### src/rtl/xseg_pkg.sv
`timescale 1ns/1ps
package xseg_pkg;

  localparam int VA_W = 64;

  typedef enum logic [1:0] {
    RES_BAD    = 2'b00,
    RES_MAPPED = 2'b01,
    RES_PHYS   = 2'b10
  } xseg_result_e;

  typedef enum logic [1:0] {
    REG_USER  = 2'b00,
    REG_SUPER = 2'b01,
    REG_KWIN  = 2'b10,
    REG_KMAP  = 2'b11
  } xseg_region_e;

  // exclusive upper bounds of each region, checked in ascending order
  localparam logic [VA_W-1:0] USER_TOP  = 64'h3FFF_FFFF_FFFF_FFFF;
  localparam logic [VA_W-1:0] SUPER_TOP = 64'h7FFF_FFFF_FFFF_FFFF;
  localparam logic [VA_W-1:0] KWIN_TOP  = 64'hBFFF_FFFF_FFFF_FFFF;
  localparam logic [VA_W-1:0] KMAP_TOP  = 64'hFFFF_FFFF_7FFF_FFFF;

  // the window ignores the top five address bits before its bound check
  localparam logic [VA_W-1:0] KWIN_KEEP = 64'h07FF_FFFF_FFFF_FFFF;

  localparam int N_MAPPED = 3;

  // index 0 user, 1 supervisor, 2 kernel mapped
  function automatic logic [VA_W-1:0] mapped_top(input int idx);
    case (idx)
      0:       mapped_top = USER_TOP;
      1:       mapped_top = SUPER_TOP;
      default: mapped_top = KMAP_TOP;
    endcase
  endfunction

endpackage

### src/rtl/xseg_mask_gen.sv
`timescale 1ns/1ps
module xseg_mask_gen #(
  parameter int SEG_BITS = 40,
  parameter int VA_W     = 64
) (
  output logic [VA_W-1:0] mask
);
  localparam int SEL_LO = VA_W - 2;

  for (genvar b = 0; b < VA_W; b++) begin : g_bit
    if (b >= SEL_LO || b < SEG_BITS) begin : g_one
      assign mask[b] = 1'b1;
    end else begin : g_zero
      assign mask[b] = 1'b0;
    end
  end
endmodule

### src/rtl/xseg_region_sel.sv
`timescale 1ns/1ps
module xseg_region_sel
  import xseg_pkg::*;
(
  input  logic [VA_W-1:0] vaddr,
  output xseg_region_e    region,
  output logic            compat
);
  always_comb begin
    compat = 1'b0;
    region = REG_USER;
    if (vaddr < USER_TOP) begin
      region = REG_USER;
    end else if (vaddr < SUPER_TOP) begin
      region = REG_SUPER;
    end else if (vaddr < KWIN_TOP) begin
      region = REG_KWIN;
    end else if (vaddr < KMAP_TOP) begin
      region = REG_KMAP;
    end else begin
      compat = 1'b1;
    end
  end
endmodule

### src/rtl/xseg_limit_chk.sv
`timescale 1ns/1ps
module xseg_limit_chk
  import xseg_pkg::*;
#(
  parameter int SEG_BITS = 40,
  parameter int PA_W     = 36
) (
  input  logic [VA_W-1:0] vaddr,
  input  logic [VA_W-1:0] mask,
  input  logic            ux,
  input  logic            sx,
  input  logic            kx,
  input  xseg_region_e    region,
  input  logic            compat,
  output xseg_result_e    result,
  output logic [PA_W-1:0] paddr
);
  localparam logic [VA_W-1:0] KWIN_LIM = (64'd1 << PA_W) - 64'd1;

  logic [N_MAPPED-1:0] below;
  logic [N_MAPPED-1:0] enable;
  logic                kwin_ok;

  assign enable = {kx, sx, ux};

  for (genvar g = 0; g < N_MAPPED; g++) begin : g_lim
    localparam logic [VA_W-1:0] TOP = mapped_top(g);
    assign below[g] = vaddr < (TOP & mask);
  end

  assign kwin_ok = kx && ((vaddr & KWIN_KEEP) < KWIN_LIM);

  always_comb begin
    result = RES_BAD;
    paddr  = '0;
    if (!compat) begin
      unique case (region)
        REG_USER:  if (enable[0] && below[0]) result = RES_MAPPED;
        REG_SUPER: if (enable[1] && below[1]) result = RES_MAPPED;
        REG_KMAP:  if (enable[2] && below[2]) result = RES_MAPPED;
        REG_KWIN: begin
          if (kwin_ok) begin
            result = RES_PHYS;
            paddr  = vaddr[PA_W-1:0];
          end
        end
        default: result = RES_BAD;
      endcase
    end
  end

  // a mapped user address never reaches past the implemented segment bits
  always_comb begin
    p_user_in_seg_r4: assert (!(result == RES_MAPPED && region == REG_USER && !compat)
                              || (vaddr >> SEG_BITS) == '0);
  end
endmodule

### src/rtl/xseg_decoder.sv
`timescale 1ns/1ps
module xseg_decoder
  import xseg_pkg::*;
#(
  parameter int SEG_BITS = 40,
  parameter int PA_W     = 36
) (
  input  logic            req_valid,
  output logic            req_ready,
  input  logic [63:0]     req_vaddr,
  input  logic            req_ux,
  input  logic            req_sx,
  input  logic            req_kx,
  output logic            rsp_valid,
  input  logic            rsp_ready,
  output logic [1:0]      rsp_result,
  output logic [1:0]      rsp_region,
  output logic            rsp_compat,
  output logic [PA_W-1:0] rsp_paddr,
  output logic [63:0]     seg_mask
);
  xseg_region_e region_w;
  xseg_result_e result_w;
  logic         compat_w;

  assign req_ready = rsp_ready;
  assign rsp_valid = req_valid;

  xseg_mask_gen #(.SEG_BITS(SEG_BITS), .VA_W(VA_W)) mask_i (
    .mask (seg_mask)
  );

  xseg_region_sel sel_i (
    .vaddr  (req_vaddr),
    .region (region_w),
    .compat (compat_w)
  );

  xseg_limit_chk #(.SEG_BITS(SEG_BITS), .PA_W(PA_W)) chk_i (
    .vaddr  (req_vaddr),
    .mask   (seg_mask),
    .ux     (req_ux),
    .sx     (req_sx),
    .kx     (req_kx),
    .region (region_w),
    .compat (compat_w),
    .result (result_w),
    .paddr  (rsp_paddr)
  );

  assign rsp_result = result_w;
  assign rsp_compat = compat_w;
  assign rsp_region = compat_w ? REG_USER : region_w;

  always_comb begin
    p_phys_in_window_r6: assert (rsp_result != RES_PHYS
                                 || (rsp_region == REG_KWIN && !rsp_compat));
    p_paddr_idle_r9:     assert (rsp_result == RES_PHYS || rsp_paddr == '0);
    p_compat_bad_r8:     assert (!rsp_compat || rsp_result == RES_BAD);
    p_result_legal_r9:   assert (rsp_result != 2'b11);
    p_mask_cover_r1:     assert (rsp_result != RES_MAPPED || rsp_compat
                                 || ((req_vaddr & ~seg_mask) == '0)
                                 || rsp_region == REG_SUPER
                                 || rsp_region == REG_KMAP);
  end
endmodule

### config.mk
export PLATFORM = sky130hd
export DESIGN_NAME = xseg_decoder
export DESIGN_NICKNAME = d
export VERILOG_FILES = /design/src/rtl/xseg_pkg.sv /design/src/rtl/xseg_mask_gen.sv /design/src/rtl/xseg_region_sel.sv /design/src/rtl/xseg_limit_chk.sv /design/src/rtl/xseg_decoder.sv
export SDC_FILE = /design/constraint.sdc
export NUM_CORES = 1
export LEC_CHECK = 0
export ABC_AREA = 1
export CORE_MARGIN = 2
export CORE_UTILIZATION = 53
export DETAILED_ROUTE_END_ITERATION = 7
export DONT_BUFFER_PORTS = 1
export PLACE_DENSITY = 0.64
export SYNTH_ARGS = -nofsm -noshare
export SYNTH_HDL_FRONTEND = slang
export SYNTH_HIERARCHICAL = 1
export SYNTH_SLANG_ARGS = --single-unit
### constraint.sdc
create_clock -name vclk -period 5.1
set_input_delay 0.765 -clock vclk [all_inputs]
set_output_delay 0.765 -clock vclk [all_outputs]
set_load 0.01 [all_outputs]
==> summary.json, run 1 <==
{
  "status": {"value": "finished clean"},
  "grt_setup_unrepaired": {"value": "false"},
  "detail_route.first_pass.iterations": {"value": 4},
  "hold-worst-slack": {"value": 1.530, "unit": "ns"},
  "largest_area_contributor_in_the_synthesized_netlist": {"value": "sky130_fd_sc_hd__ha_1"},
  "first_global_vias": {"value": 2587},
  "final-hold-violation-count": {"value": 0},
  "globalRouteOverflowTotal": {"value": 0},
  "timing.final.setup_violations": {"value": 0},
  "slew_headroom": {"value": 59.95, "unit": "%"},
  "boundaryPins": {"value": 176},
  "critPathCaptureType": {"value": "primary output"},
  "largest_family_of_logic_cells_by_synthesized_area": {"value": "simple AND/OR/NAND/NOR gates"},
  "drive_above_1_share": {"value": 8.127, "unit": "%"},
  "area_share_of_the_largest_cell_type_after_synthesis": {"value": 23.96, "unit": "%"},
  "synthXorXnorAreaFrac": {"value": 0, "unit": "%"},
  "seq_area": {"value": 0, "unit": "sq um"},
  "maxCapViolCount": {"value": 0},
  "timing.final.max_slew_violations": {"value": 0},
  "die_height": {"value": 82.78, "unit": "um"},
  "post_cts_hold_buffer_count": {"value": 0},
  "cellLeakagePower": {"value": 2.060, "unit": "nW"},
  "post-route-cell-area": {"value": 0.003087, "unit": "sq mm"},
  "global_route.usage.total": {"value": 19.37, "unit": "%"},
  "hp_class": {"value": "in -> out"},
  "nNetsFinal": {"value": 700},
  "critical_path.max_fanout": {"value": 37},
  "grt_pass1_wl": {"value": 10.78, "unit": "mm"},
  "portbufs": {"value": 0},
  "floorplan.die_area": {"value": 0.006853, "unit": "sq mm"},
  "synthesis.area_per_instance": {"value": 5.741, "unit": "sq um"},
  "floorplan.die.width": {"value": 82.78, "unit": "um"},
  "cp_cell_sequence": {"value": "nand2_1 -> nor2_1 -> nand2_1 -> nor2_2 -> nand2_2 -> nor2_4 -> nand2_2 -> a21oi_2 -> nand3_1 -> nor4_4 -> nand2_4 -> nor2_1"},
  "fin_setup_tns": {"value": 0, "unit": "ns"},
  "cellPowerDensity": {"value": 59.08, "unit": "mW/mm^2"},
  "worst_ir_drop_vdd": {"value": 0.02844, "unit": "mV"},
  "route.detailed.drc": {"value": 0},
  "postRouteWirelength": {"value": 7.163, "unit": "mm"},
  "placer_s_final_routability_congestion_estimate": {"value": 0.7994},
  "vias": {"value": 3024},
  "hold_path_startpoint": {"value": "rsp_ready"},
  "antenna_found_initial": {"value": 0},
  "synthSimpleGateAreaFrac": {"value": 35.72, "unit": "%"},
  "synth_cells": {"value": 573},
  "synth_compound_gate_area_share": {"value": 9.167, "unit": "%"},
  "final.fill_count": {"value": 649},
  "final.clkbuf_count": {"value": 0},
  "slowest_delay": {"value": 0.36, "unit": "ns"},
  "timing.final.crit_period": {"value": 3.575, "unit": "ns"},
  "synth.area.mux_share": {"value": 0, "unit": "%"},
  "detail_route.iter0.violations": {"value": 50},
  "yosys-top-cells-area": {"value": "sky130_fd_sc_hd__ha_1, sky130_fd_sc_hd__buf_4, sky130_fd_sc_hd__inv_1, sky130_fd_sc_hd__nand2_1, sky130_fd_sc_hd__a21oi_1"},
  "finalCritPeriodShare": {"value": 70.10, "unit": "%"},
  "netlist_area": {"value": 0.003289, "unit": "sq mm"},
  "synth_seq_area_share": {"value": 0, "unit": "%"},
  "startpoint_type": {"value": "input pin"},
  "syn2layout_area_growth": {"value": -6.162, "unit": "%"},
  "timing.critical_path.slowest_stage_cell": {"value": "sky130_fd_sc_hd__nand2_4"},
  "post_synth_fa_ha_maj_area_fraction": {"value": 23.96, "unit": "%"},
  "post_drt_via_cell_ratio": {"value": 4.718},
  "post_drt_wl_per_cell": {"value": 11.17, "unit": "um"},
  "cts_repair_resize_count": {"value": 0},
  "critical_path_class": {"value": "in -> out"},
  "post-cts-setup-buffer-count": {"value": 0},
  "worst_hold_path.num_cells": {"value": 0},
  "num_antenna_cells": {"value": 0},
  "nFlopsAndLatches": {"value": 0},
  "grt_max_degree": {"value": 38},
  "synth.yosys.warnings": {"value": 6},
  "achievable-frequency": {"value": 0.2797, "unit": "GHz"},
  "worst_pin_slew": {"value": 0.6008, "unit": "ns"},
  "postPlaceCellArea": {"value": 0.003087, "unit": "sq mm"},
  "drtAntennaViolNets": {"value": 0},
  "worst_ep_arrival_time": {"value": 2.81, "unit": "ns"},
  "multi_input_comb_area": {"value": 0.002505, "unit": "sq mm"},
  "core": {"value": 0.005956, "unit": "sq mm"},
  "floorplan.initialDensity": {"value": 55.23, "unit": "%"},
  "synthDistinctLibCells": {"value": 25},
  "core.rowCount": {"value": 28},
  "worstPathRequired": {"value": 4.34, "unit": "ns"},
  "p_total": {"value": 0.1824, "unit": "mW"},
  "min_delay_worst_endpoint": {"value": "req_ready"},
  "dp.final_hpwl": {"value": 6.553, "unit": "mm"}
}
-- cells by family after synthesis --
| family | after synthesis |
|---|---|
| AO/OA/AOI/OAI | 57 |
| adder cells (fa/ha/maj) | 63 |
| buffers and inverters | 199 |
| other | 2 |
| AND/OR/NAND/NOR | 252 |
-- area by class of cell --
type               instances  share of cell area [%]
inverters                130                   15.81
multi-input cells        436                   81.15
well taps                 75                   3.040
-- per-stage QoR --
stage	util, %	instances	setup WS, ns
2_1_floorplan	-	635	1.953
3_5_place_dp	51.83	641	1.504
5_1_grt	51.83	641	1.311
3_3_place_gp	51.83	641	1.541
4_1_cts	51.83	641	1.489
6_report	51.83	641	1.525
-- worst max-delay path by stage --
| stage | startpoint | endpoint | slack [ns] |
|---|---|---|---|
| after floorplan | req_vaddr[47] | rsp_paddr[16] | 1.95 |
| after global placement | req_vaddr[61] | rsp_paddr[35] | 1.54 |
| after detailed placement | req_vaddr[43] | rsp_paddr[5] | 1.50 |
| after CTS | req_vaddr[43] | rsp_paddr[5] | 1.49 |
| after global routing | req_vaddr[43] | rsp_paddr[35] | 1.31 |
| final | req_vaddr[43] | rsp_paddr[4] | 1.52 |
-- power breakdown --
part | switching (mW) | internal (mW)
clock network | 0 | 0
logic | 0.118 | 0.0646
registers | 0 | 0
total | 0.118 | 0.0646
-- per-layer routing --
layer  global-route usage, %  part of all wire [%]
met5                       0                     0
met4                  0.3279                  0.20
met3                   3.788                   8.9
met2                   33.39                    45
met1                   26.45                    46
-- layout by cell type, fill, tap and decap left out, types with 2 or more instances in the layout --
| cell type | instances |
|---|---|
| sky130_fd_sc_hd__inv_1 | 129 |
| sky130_fd_sc_hd__nand2_1 | 118 |
| sky130_fd_sc_hd__conb_1 | 64 |
| sky130_fd_sc_hd__ha_1 | 63 |
| sky130_fd_sc_hd__nor2_1 | 50 |
| sky130_fd_sc_hd__a21oi_1 | 41 |
| sky130_fd_sc_hd__nor2_2 | 32 |
| sky130_fd_sc_hd__nand4_1 | 15 |
| sky130_fd_sc_hd__o21ai_0 | 11 |
| sky130_fd_sc_hd__nand3_1 | 9 |
| sky130_fd_sc_hd__nor3_1 | 9 |
| sky130_fd_sc_hd__nor4_1 | 8 |
| sky130_fd_sc_hd__nand2_2 | 4 |
| sky130_fd_sc_hd__nor2_4 | 3 |
| sky130_fd_sc_hd__a21oi_2 | 2 |
-- worst max-delay path: cells and delay by family --
| family | cells | cell delay, ns |
|---|---|---|
| compound gates | 1 | 0.21 |
| simple gates | 11 | 1.80 |
-- Yosys cell counts, types with 3 or more instances --
master,instances
sky130_fd_sc_hd__buf_4,66
sky130_fd_sc_hd__nor4_1,8
sky130_fd_sc_hd__o21ai_0,11
sky130_fd_sc_hd__nand4_1,15
sky130_fd_sc_hd__nand3_1,9
sky130_fd_sc_hd__nand2_2,4
sky130_fd_sc_hd__nor2_4,3
sky130_fd_sc_hd__ha_1,63
sky130_fd_sc_hd__nor2_2,32
sky130_fd_sc_hd__a21oi_1,41
sky130_fd_sc_hd__nor3_1,9
sky130_fd_sc_hd__buf_6,3
sky130_fd_sc_hd__inv_1,129
sky130_fd_sc_hd__nand2_1,118
sky130_fd_sc_hd__nor2_1,50
No activity file was read; power rests on OpenSTA's default activity.
==> run 2, diff against run 1 <==
ABC_AREA = 0   (was 1)
PLACE_DENSITY = 0.67   (was 0.64)
clock period = 3 ns   (was 5.1 ns; I/O delays follow)
==> summary.json, run 2 <==
{
  "timing.final.setup_violations": {"value": 38},
  "synthDistinctLibCells": {"value": 38},
  "boundaryPins": {"value": 176},
  "hold_path_startpoint": {"value": "rsp_ready"},
  "synth.area.mux_share": {"value": 0, "unit": "%"},
  "failed_checks": {"value": "setup timing"},
  "gr-usage-met1": {"value": 24.30, "unit": "%"},
  "final_cell_mix": {"value": "sky130_fd_sc_hd__inv_1, sky130_fd_sc_hd__conb_1, sky130_fd_sc_hd__ha_1"},
  "timing.final.max_slew_violations": {"value": 0},
  "area_share_of_the_largest_cell_type_after_synthesis": {"value": 27.63, "unit": "%"},
  "critPathCaptureType": {"value": "primary output"},
  "crit_family": {"value": "simple AND/OR/NAND/NOR gates"},
  "layout_commonest_cell": {"value": "sky130_fd_sc_hd__inv_1"},
  "global_route.usage.total": {"value": 21.59, "unit": "%"},
  "synth.yosys.warnings": {"value": 6},
  "detail_route.first_pass.iterations": {"value": 4},
  "grt_util_met3": {"value": 3.488, "unit": "%"},
  "num_antenna_cells": {"value": 0},
  "post_drt_via_cell_ratio": {"value": 5.381},
  "synth_seq_area_share": {"value": 0, "unit": "%"},
  "cp_cell_sequence": {"value": "nand4_1 -> nor4_4 -> a21oi_1 -> o31ai_2 -> o31ai_1 -> nor4_1 -> nand2_1 -> nor4_2 -> nand4_1 -> a31oi_4 -> buf_12 -> and2_1"},
  "post_drt_wl_per_cell": {"value": 14.11, "unit": "um"},
  "startpoint_type": {"value": "input pin"},
  "postRouteWirelength": {"value": 6.816, "unit": "mm"},
  "worst_ep_arrival_time": {"value": 2.73, "unit": "ns"},
  "final.clkbuf_count": {"value": 0},
  "critical_path.max_fanout": {"value": 37},
  "worst_hold_path.num_cells": {"value": 0},
  "setup_slack_after_placement": {"value": -0.2321, "unit": "ns"},
  "grt_pass1_wl": {"value": 11.03, "unit": "mm"},
  "drive_above_1_share": {"value": 6.053, "unit": "%"},
  "hp_class": {"value": "in -> out"},
  "post-synth-top-count-cell": {"value": "sky130_fd_sc_hd__buf_4"},
  "slowest_delay": {"value": 0.36, "unit": "ns"},
  "finalCritPeriodShare": {"value": 106.1, "unit": "%"},
  "portbufs": {"value": 0},
  "nNetsFinal": {"value": 547},
  "timing.final.crit_period": {"value": 3.183, "unit": "ns"},
  "worst_ir_drop_vdd": {"value": 0.04688, "unit": "mV"},
  "drtAntennaViolNets": {"value": 0},
  "globalRouteMet2Util": {"value": 43.04, "unit": "%"},
  "yosys-top-cells-count": {"value": "sky130_fd_sc_hd__buf_4, sky130_fd_sc_hd__inv_1, sky130_fd_sc_hd__ha_1, sky130_fd_sc_hd__and2_1, sky130_fd_sc_hd__nand4_1"},
  "die_height": {"value": 77.37, "unit": "um"},
  "syn2layout_area_growth": {"value": -2.895, "unit": "%"},
  "grt_setup_unrepaired": {"value": "true"},
  "synthesis.area_per_instance": {"value": 6.975, "unit": "sq um"},
  "core": {"value": 0.005140, "unit": "sq mm"},
  "p_total": {"value": 0.2721, "unit": "mW"},
  "status": {"value": "finished, violations left"},
  "critical_path_class": {"value": "in -> out"},
  "route.detailed.drc": {"value": 0},
  "largest_area_contributor_in_the_synthesized_netlist": {"value": "sky130_fd_sc_hd__ha_1"},
  "detail_route.iter0.violations": {"value": 69},
  "post-route-worst-setup-slack": {"value": -0.1833, "unit": "ns"},
  "globalRouteOverflowTotal": {"value": 0},
  "final.fill_count": {"value": 529},
  "final-hold-violation-count": {"value": 0},
  "synthSimpleGateAreaFrac": {"value": 29.69, "unit": "%"},
  "achievable-frequency": {"value": 0.3141, "unit": "GHz"},
  "synth_compound_gate_area_share": {"value": 15.31, "unit": "%"},
  "antenna_found_initial": {"value": 0},
  "min_delay_worst_endpoint": {"value": "req_ready"},
  "floorplan.die.width": {"value": 77.37, "unit": "um"},
  "post_synth_fa_ha_maj_area_fraction": {"value": 27.63, "unit": "%"},
  "worstPathRequired": {"value": 2.55, "unit": "ns"},
  "seq_area": {"value": 0, "unit": "sq um"},
  "worstPathBufferInverterCount": {"value": 1},
  "final_core_util": {"value": 53.89, "unit": "%"},
  "floorplan.die_area": {"value": 0.005985, "unit": "sq mm"},
  "largest_family_of_logic_cells_by_synthesized_area": {"value": "simple AND/OR/NAND/NOR gates"},
  "first_global_vias": {"value": 2487},
  "floorplan.initialDensity": {"value": 55.50, "unit": "%"},
  "gr-max-usage-layer": {"value": "met2"},
  "yosys-top-cells-area": {"value": "sky130_fd_sc_hd__ha_1, sky130_fd_sc_hd__buf_4, sky130_fd_sc_hd__inv_1, sky130_fd_sc_hd__and2_1, sky130_fd_sc_hd__nand4_1"},
  "timing.critical_path.slowest_stage_cell": {"value": "sky130_fd_sc_hd__nor4_4"},
  "critical_path.most_common_cell": {"value": "sky130_fd_sc_hd__nand4_1"},
  "vias": {"value": 2599},
  "synth_cells": {"value": 409},
  "placer_s_final_routability_congestion_estimate": {"value": 0.8047},
  "nFlopsAndLatches": {"value": 0},
  "dp.final_hpwl": {"value": 6.082, "unit": "mm"},
  "synthXorXnorAreaFrac": {"value": 0, "unit": "%"},
  "core.rowCount": {"value": 26},
  "netlist_area": {"value": 0.002853, "unit": "sq mm"},
  "fin_setup_tns": {"value": -6.678, "unit": "ns"},
  "cellLeakagePower": {"value": 1.596, "unit": "nW"},
  "cellPowerDensity": {"value": 98.22, "unit": "mW/mm^2"},
  "maxCapViolCount": {"value": 0},
  "grt_max_degree": {"value": 38}
}
run 2: cell types whose count changed in the layout (fill, tap and decap cells not counted), moves of 6 or more:
cell,delta
sky130_fd_sc_hd__o21ai_1,+8
sky130_fd_sc_hd__a211oi_1,+6
sky130_fd_sc_hd__buf_4,+10
sky130_fd_sc_hd__and2_1,+35
sky130_fd_sc_hd__a21oi_1,-16
sky130_fd_sc_hd__nor2_2,-32
sky130_fd_sc_hd__inv_1,-64
sky130_fd_sc_hd__nor3_1,-6
sky130_fd_sc_hd__nand2_1,-97
sky130_fd_sc_hd__nor2_1,-35
sky130_fd_sc_hd__nand4_1,+16
sky130_fd_sc_hd__o21ai_0,-6
run 2: layout make-up:
| cell class | count | area, sq um | share of cell area (%) |
|---|---|---|---|
| multi-input cells | 337 | 2344 | 84.60 |
| repair buffers | 11 | 95.09 | 3.433 |
| well taps | 70 | 87.58 | 3.162 |
| inverters | 65 | 244.0 | 8.808 |
run 2: kinds of logic (layout without fill, tap and decap cells):
kind of cell               Yosys count  in the layout
AOI/OAI and AO/OA                   69             69
adders and majority gates           63             63
buffers and inverters              134             76
and+or+nand+nor                    141            141
other                                2             64
run 2: layer usage:
metal  wire [um]  up-vias
li1            -     1324
met1        2665     1160
met2        3546      107
met3         534        8
met4          70        0
met5           0        -
run 2: stage by stage:
step	area, sq um	instances	hold slack, ns
2_1_floorplan	3085	471	0.9918
3_3_place_gp	2731	482	0.9001
3_5_place_dp	2731	482	0.9001
4_1_cts	2756	483	0.9001
5_1_grt	2770	483	0.9000
6_report	2770	483	0.9000
run 2: how the worst max path moves through the flow:
stage / start / end / slack (ns) / depth (start not counted)
after floorplan: req_vaddr[28] / rsp_paddr[26] / 0.01 / 12
after global placement: req_vaddr[15] / rsp_result[0] / -0.14 / 10
after detailed placement: req_vaddr[15] / rsp_paddr[30] / -0.23 / 12
after CTS: req_vaddr[22] / rsp_paddr[30] / -0.14 / 12
after global routing: req_vaddr[15] / rsp_paddr[0] / -0.35 / 12
final: req_vaddr[15] / rsp_paddr[21] / -0.18 / 12
run 2: power breakdown:
part / switching (mW) / internal, mW / leakage, nW / total [mW]
sequential: 0 / 0 / 0 / 0
clock: 0 / 0 / 0 / 0
combinational: 0.167 / 0.105 / 1.60 / 0.272
total: 0.167 / 0.105 / 1.60 / 0.272
run 2: what timing repair did:
| action | CTS | global route |
|---|---|---|
| pin swaps | 3 | 1 |
| hold buffers | 0 | 0 |
| setup endpoints to repair | 38 | 38 |
| setup buffers | 1 | 0 |
| resized for setup | 3 | 3 |
